===== config.mk =====
export PLATFORM = sky130hd
export DESIGN_NAME = gpio4_port
export DESIGN_NICKNAME = d
export VERILOG_FILES = /design/src/rtl/gpio4_pkg.sv /design/src/rtl/gpio4_sync.sv /design/src/rtl/gpio4_clkdiv.sv /design/src/rtl/gpio4_wake.sv /design/src/rtl/gpio4_port.sv
export SDC_FILE = /design/constraint.sdc
export NUM_CORES = 1
export LEC_CHECK = 0
export ABC_AREA = 1
export ABC_CLOCK_PERIOD_IN_PS = 1100
export CORE_MARGIN = 2
export CORE_UTILIZATION = 40
export CTS_CLUSTER_DIAMETER = 50
export DETAILED_ROUTE_END_ITERATION = 10
export HOLD_SLACK_MARGIN = 0.05
export PLACE_DENSITY = 0.74
export SLEW_MARGIN = 10
export SYNTH_ARGS = -nofsm -noshare
export SYNTH_HDL_FRONTEND = slang
export SYNTH_SLANG_ARGS = --single-unit
export TNS_END_PERCENT = 5

===== constraint.sdc =====
create_clock -name clk -period 1.1 [get_ports clk]
set_input_delay 0.22 -clock clk [delete_from_list [all_inputs] [get_ports clk]]
set_output_delay 0.22 -clock clk [all_outputs]
set_load 0.02 [all_outputs]

===== src/rtl/gpio4_pkg.sv =====
package gpio4_pkg;
  localparam logic [3:0] WAKE_PINS = 4'b1011;
  localparam logic [3:0] PULL_PINS = 4'b1011;

  typedef enum logic [1:0] {
    GP2_CLKOUT = 2'd0,
    GP2_TMRIN  = 2'd1,
    GP2_PLAIN  = 2'd2
  } gp2_src_e;

  function automatic gp2_src_e gp2_pick(input logic ck_en, input logic tsel);
    if (ck_en)     return GP2_CLKOUT;
    else if (tsel) return GP2_TMRIN;
    else           return GP2_PLAIN;
  endfunction

  function automatic logic [3:0] pull_vec(input logic pun, input logic [3:0] dir);
    if (pun) return 4'b0000;
    return (dir | 4'b1000) & PULL_PINS;
  endfunction

  function automatic logic wake_hit(input logic [3:0] now, input logic [3:0] snap);
    return |((now ^ snap) & WAKE_PINS);
  endfunction
endpackage


===== src/rtl/gpio4_sync.sv =====
module gpio4_sync #(
  parameter int STAGES = 2
) (
  input  logic       clk,
  input  logic       rst_n,
  input  logic [3:0] d,
  output logic [3:0] q
);
  logic [3:0] stg [STAGES];

  always_ff @(posedge clk) begin
    if (!rst_n) stg[0] <= '0;
    else        stg[0] <= d;
  end

  for (genvar k = 1; k < STAGES; k++) begin : g_stage
    always_ff @(posedge clk) begin
      if (!rst_n) stg[k] <= '0;
      else        stg[k] <= stg[k-1];
    end
  end

  assign q = stg[STAGES-1];
endmodule


===== src/rtl/gpio4_clkdiv.sv =====
module gpio4_clkdiv #(
  parameter int DIV = 4
) (
  input  logic clk,
  input  logic rst_n,
  input  logic en,
  input  logic tick,
  output logic pulse
);
  localparam int CNT_W = (DIV > 1) ? $clog2(DIV) : 1;
  localparam logic [CNT_W-1:0] LAST = CNT_W'(DIV - 1);

  logic [CNT_W-1:0] cnt;
  logic             wrap;

  assign wrap = (cnt == LAST);

  always_ff @(posedge clk) begin
    if (!rst_n || !en) begin
      cnt   <= '0;
      pulse <= 1'b0;
    end else if (tick) begin
      cnt   <= wrap ? '0 : cnt + 1'b1;
      pulse <= wrap;
    end else begin
      pulse <= 1'b0;
    end
  end

  AST_PULSE_FROM_TICK: assert property (@(posedge clk) disable iff (!rst_n)
    pulse |-> $past(en && tick));
endmodule


===== src/rtl/gpio4_wake.sv =====
module gpio4_wake
  import gpio4_pkg::*;
(
  input  logic       clk,
  input  logic       rst_n,
  input  logic       sleeping,
  input  logic       wake_n,
  input  logic [3:0] lvl,
  output logic       wake_req
);
  logic       armed;
  logic [3:0] snap;
  logic       diff_seen;

  always_ff @(posedge clk) begin
    if (!rst_n) begin
      armed <= 1'b0;
      snap  <= '0;
    end else begin
      armed <= sleeping;
      if (sleeping && !armed) snap <= lvl;
    end
  end

  assign diff_seen = wake_hit(lvl, snap);
  assign wake_req  = armed && sleeping && !wake_n && diff_seen;

  AST_WAKE_NEEDS_SLEEP: assert property (@(posedge clk) disable iff (!rst_n)
    wake_req |-> ($past(sleeping) && !wake_n));
endmodule


===== src/rtl/gpio4_port.sv =====
module gpio4_port
  import gpio4_pkg::*;
#(
  parameter int SYNC_STAGES = 2,
  parameter int CLK_DIV     = 4
) (
  input  logic       clk,
  input  logic       rst_n,
  input  logic       lat_we,
  input  logic [3:0] lat_wdata,
  input  logic       dir_we,
  input  logic [3:0] dir_wdata,
  input  logic       pu_n,
  input  logic       wake_n,
  input  logic       clkout_en,
  input  logic       osc_tick,
  input  logic       tmr_in_sel,
  input  logic       sleeping,
  input  logic [3:0] pad_in,
  output logic [3:0] pad_out,
  output logic [3:0] pad_oe,
  output logic [3:0] pad_pu,
  output logic [3:0] port_rd,
  output logic       wake_req
);
  logic [3:0] dir_q;
  logic [3:0] lat_q;
  logic [3:0] lvl_sync;
  logic       ck_pulse;
  gp2_src_e   gp2_src;

  always_ff @(posedge clk) begin
    if (!rst_n) begin
      dir_q <= 4'b1111;
      lat_q <= 4'b0000;
    end else begin
      if (dir_we) dir_q <= dir_wdata;
      if (lat_we) lat_q <= lat_wdata;
    end
  end

  gpio4_sync #(.STAGES(SYNC_STAGES)) u_sync (
    .clk(clk), .rst_n(rst_n), .d(pad_in), .q(lvl_sync)
  );

  gpio4_clkdiv #(.DIV(CLK_DIV)) u_div (
    .clk(clk), .rst_n(rst_n), .en(clkout_en), .tick(osc_tick), .pulse(ck_pulse)
  );

  gpio4_wake u_wake (
    .clk(clk), .rst_n(rst_n), .sleeping(sleeping), .wake_n(wake_n),
    .lvl(lvl_sync), .wake_req(wake_req)
  );

  assign gp2_src = gp2_pick(clkout_en, tmr_in_sel);

  always_comb begin
    pad_out = lat_q;
    pad_oe  = {1'b0, 1'b0, ~dir_q[1], ~dir_q[0]};
    unique case (gp2_src)
      GP2_CLKOUT: begin pad_oe[2] = 1'b1; pad_out[2] = ck_pulse; end
      GP2_TMRIN:  pad_oe[2] = 1'b0;
      default:    pad_oe[2] = ~dir_q[2];
    endcase
  end

  assign pad_pu  = pull_vec(pu_n, dir_q);
  assign port_rd = lvl_sync;

  AST_DIR_LOAD: assert property (@(posedge clk) disable iff (!rst_n)
    dir_we |=> (dir_q == $past(dir_wdata)));
  AST_LAT_LOAD: assert property (@(posedge clk) disable iff (!rst_n)
    lat_we |=> (lat_q == $past(lat_wdata)));
  AST_GP3_NEVER_DRIVES: assert property (@(posedge clk) disable iff (!rst_n)
    !pad_oe[3]);
  AST_GP2_NO_PULL: assert property (@(posedge clk) disable iff (!rst_n)
    !pad_pu[2]);
  AST_GP2_TMR_RELEASE: assert property (@(posedge clk) disable iff (!rst_n)
    (!clkout_en && tmr_in_sel) |-> !pad_oe[2]);
  AST_GP2_CLK_DRIVES: assert property (@(posedge clk) disable iff (!rst_n)
    clkout_en |-> pad_oe[2]);
endmodule


---- Yosys cells after proc, flatten, opt, wreduce, memory -nomap -nowiden ----
Memory sizes are Yosys's and may differ from the RTL's.
Cells that the tools add are included.
word-level totals
  logic and storage cells ................. 41
  bits of input ports ..................... 22
  memories ................................ 1
  RAM bits ................................ 8
  output and inout bits ................... 17
  bits in registers ....................... 15
memory list
  name        depth  width  rd ports  clocked after memory_dff  wr ports  RTL line         RTL
  u_sync.stg  2      4      2         0                         2         gpio4_sync.sv:9  logic [3:0] stg [STAGES];
cells by class
  bitwise gates (word level) .............. 7
  equality and inequality tests ........... 2
  add/sub/neg operators ................... 1
  multiplexer cells ....................... 12
  reductions and logical operators ........ 12
operator list
  cell                 number
  $mux 4               4
  $mux 2               3
  $logic_and 1x1->1    4
  $logic_not 1->1      4
  $mux 1               4
  $not 1->1            4
  $xor 4x4->4          1
  $reduce_or 3->1      1
  $add 2x1->2 const B  1
  $eq 2x1->1 const B   1
  $eq 2x2->1 const B   1
  $logic_not 2->1      1
  $or 1x1->1           2
  $pmux 1 s2           1
  $reduce_or 2->1      1
  $logic_or 1x1->1     1

---- Logic depth before layout (Yosys ltp) ----
  word-level depth ........................ 4
  depth in mapped cells ................... 6
  mapped depth without buffers ............ 6

---- Hierarchy ----
Synthesis repeated with hierarchy kept, for this count alone.
unflattened totals
  cells, all modules ...................... 124
  area, all modules ....................... 903.4 um2
by module, submodules not included
  module        sequential area each (um2)  area an instance (um2)  cells an instance  instances
  gpio4_port    140.1                       357.8                   53                 1
  gpio4_sync    160.2                       225.2                   25                 1
  gpio4_wake    80.1                        196.4                   31                 1
  gpio4_clkdiv  60.1                        123.9                   15                 1

---- Worst setup path after synthesis ----
OpenSTA, ideal clock, no wires.
  path type ............................... reg-to-output
  from .................................... memory u_sync.stg[1][0]
  to ...................................... output port wake_req
  required time ........................... 0.880 ns
  path slack .............................. -0.095 ns
  path buffers ............................ 0
  data arrival time ....................... 0.975 ns
  cell stages (with the launch flop) ...... 7
  cell sequence ........................... dfxtp_1 inv_1 nand2_1 nand2_1 nand2_1 nor2_1 nor2_1
RTL lines
  what         RTL line          RTL
  from (decl)  gpio4_sync.sv:9
  to (decl)    gpio4_port.sv:24  output logic wake_req

==> flow_summary_export.csv <==
group,metric,value,unit
outcome,run_status,"complete, but fails checks",
outcome,failing_checks,"negative setup slack",
final_layout,layout-area-overhead-vs-synth,51.1,%
die,core-area,2020,um^2
detailed_routing,drt-total-wl,1720,um
final_layout,layout_commonest_cell,"sky130_fd_sc_hd__nand2_1",
sta,hold_ws,349,ps
synth,synth_top_cell_by_area,"sky130_fd_sc_hd__dfxtp_1",
global_routing,grt_max_degree,15,
cts,clock_tree.buffer_depth,2,
power_and_ir_drop,leakagePower,0.000692,uW
global_routing,antenna_found_initial,0,
final_layout,drive_gt1_share,30.6,%
synth,yosys.cell_types.count,17,
final_layout,diodes,0,
worst_setup_path,worst-path-buf-inv,2,
place,gpl.final_weighted_congestion,0.745,
place,placed_cells_incl_taps,180,
power_and_ir_drop,vdd_ir_drop_max,0.900,mV
sta,setup-violations-final,8,
die,die_area,2590,um^2
synth,yosys_warn_count,0,
cts,root_buffer,"sky130_fd_sc_hd__clkbuf_4",
detailed_routing,remaining_drc_errors,0,
global_routing,gr-total-overflow,0,
synth,postSynthRegisterBits,22,
global_routing,total_grt_usage,14.7,%
cts,tritoncts,"yes",
die,start_util,43.5,%
synth,synth_area,880,um^2
sta,grt_setup_unrepaired,"true",
final_layout,num-nets-final,181,
sta,layout_setup_ws,-278,ps
detailed_routing,initialDrtViolationCount,4,
worst_setup_path,worst-setup-path-type,"reg -> out",
cts,cts_buffers,3,
synth,syn_inst,114,
worst_setup_path,worstPathArrival,1160,ps
cts,cts-hold-fix-buffers,0,
die,die-width,50.9,um
synth,synth_seq_area_share,50.1,%
detailed_routing,antenna_left,0,
sta,timing_hold_violations_final,0,
power_and_ir_drop,cellPowerDensity,1350,nW/um^2
global_routing,grt_pass1_vias,733,
synth,top_area_cell_type_share_of_the_netlist_area,50.1,%
worst_setup_path,worst_setup_path_end_kind,"output pin",
worst_setup_path,crit_top_cell,"sky130_fd_sc_hd__nand2_2",
worst_setup_path,cpMaxStageDelayCell,"sky130_fd_sc_hd__dfxtp_2",
place,placement.io_buffers,35,
sta,period_needed,1380,ps
worst_setup_path,crit_path_cell_trace,"inv_2 -> nand2_2 -> nand2_2 -> nand2_2 -> nor2_2 -> nor2_2 -> buf_6",
worst_setup_path,worst-path-max-fanout,4,
global_routing,grt_pass1_wl,2870,um
detailed_routing,routedWlPerCell,9.33,um
worst_setup_path,required,880,ps
die,ios,39,
die,number_of_core_rows,16,
synth,yosys-top-cells-area,"sky130_fd_sc_hd__dfxtp_1 (50%), sky130_fd_sc_hd__nand2_1 (10%), sky130_fd_sc_hd__inv_1 (9.0%), sky130_fd_sc_hd__o21ai_0 (5.7%), sky130_fd_sc_hd__nor2_1 (5.5%)",
synth,syn_avg_cell_area,7.72,um^2
worst_setup_path,worstSetupStartpointType,"flip-flop",
die,fp.dieH,50.9,um
place,hpwl,1350,um
final_layout,final_cell_mix,"sky130_fd_sc_hd__nand2_1 (21), sky130_fd_sc_hd__inv_1 (18), sky130_fd_sc_hd__clkdlybuf4s50_1 (18)",
sta,clock-skew-final,4.68,ps
cts,insertion_delay_of_the_later_clocked_pin_in_the_worst_skew_pair,310,ps
final_layout,layoutNonFillerInstCount,184,
min_path,worstHoldPathType,"in -> reg",
worst_setup_path,critPathMaxStageDelay,370,ps
place,dp_slack,-601,ps
detailed_routing,detailed_router_iteration_count_before_antenna_repair,3,
worst_setup_path,cpLargestDelayFamily,"flip-flops",
detailed_routing,route.vias.total,773,
cts,clock_sink_count,22,
sta,min_period_over_period,125,%
cts,clk_pin_slew_worst_paths,130,ps
detailed_routing,post_drt_via_cell_ratio,4.20,
sta,timing.final.max_slew_violations,0,
sta,fmaxAchievable,0.726,GHz
cts,h-tree-depth,1,
run,timing.max_cap.violations,0,
## through the flow
stage / area (um^2) / total power, uW / setup TNS (ps) / utilization [%]
final: 1330 / 1790 / -673 / 65.7
after global routing: 1330 / 1880 / -1250 / 65.7
after CTS: 1300 / 1800 / -821 / 64.2
after detailed placement: 1280 / 1190 / -4630 / 63.2
after global placement: 1280 / 1180 / -4310 / 63.2
after floorplan: 888 / 1030 / 0 / -
## cells in the mapped netlist
library cell,count
sky130_fd_sc_hd__nand2_2,1
sky130_fd_sc_hd__buf_4,5
sky130_fd_sc_hd__nor2_1,13
sky130_fd_sc_hd__a21oi_1,9
sky130_fd_sc_hd__conb_1,1
sky130_fd_sc_hd__ha_1,1
sky130_fd_sc_hd__buf_6,1
sky130_fd_sc_hd__xor2_1,1
sky130_fd_sc_hd__dfxtp_1,22
sky130_fd_sc_hd__inv_2,1
sky130_fd_sc_hd__nor2_2,1
sky130_fd_sc_hd__o21bai_1,1
sky130_fd_sc_hd__o21ai_2,1
sky130_fd_sc_hd__buf_12,1
sky130_fd_sc_hd__inv_1,21
sky130_fd_sc_hd__o21ai_0,10
sky130_fd_sc_hd__nand2_1,24
## final timing paths
kind	from	to	slack, ps	cells past startpoint
worst min-delay path	clkout_en	u_div.cnt[0]	350	3
worst max-delay path	u_sync.stg[1][1]	wake_req	-280	7
worst min register to register	u_sync.stg[0][1]	u_sync.stg[1][1]	420	2
worst max register to register	u_div.cnt[0]	u_div.cnt[0]	180	4
## cell type report
class,instances,area [um^2]
Clock buffer,3,22.5
Clock inverter,1,30.0
Fill cell,180,693
Inverter,22,82.6
Multi-Input combinational cell,64,312
Sequential cell,22,452
Tap cell,27,33.8
Timing Repair Buffer,45,397
## worst min-delay path: stages
cell and delay (ps):
sky130_fd_sc_hd__dlygate4sd2_1 260, sky130_fd_sc_hd__nand2_1 100, sky130_fd_sc_hd__a21oi_1 50
## metal layers
| metal | share of wire, % | wire (um) | track usage (%) |
|---|---|---|---|
| met1 | 43 | 734 | 16.9 |
| met2 | 52 | 893 | 27.2 |
| met3 | 3.6 | 61 | 2.63 |
| met4 | 1.5 | 25 | 5.41 |
| met5 | 0 | 0 | 0 |
## registers in the layout, indices dropped and copies added (netlist names)
signal and cells:
u_div.pulse 1, u_wake.armed 1, lat_q 4, dir_q 3, u_sync.stg 8, u_wake.snap 3
u_div.cnt 2
## kinds of logic (layout without fill, tap and decap cells)
logic type | after synthesis | count (layout) | share of synthesized area (%)
and+or+nand+nor | 39 | 39 | 17.2
buffers and inverters | 29 | 71 | 17.2
DFF | 22 | 22 | 50.1
AOI/OAI and AO/OA | 21 | 21 | 12.7
adders and majority gates | 1 | 1 | 1.42
other | 1 | 2 | 0.426
xor gates and xnor gates | 1 | 1 | 0.996
## repair_timing
| action | in CTS | in global routing |
|---|---|---|
| endpoints found under the setup margin | 15 | 11 |
| pin swaps | 1 | 8 |
| resized for setup | 71 | 15 |
| buffers inserted | 0 | 0 |
## report_power, final
group	switching, uW	internal [uW]	leakage (uW)
sequential	21.0	841	0.000184
clock	255	368	0.0000279
combinational	146	160	0.000480
total	422	1370	0.000692
(Power assumes the default switching activity.)
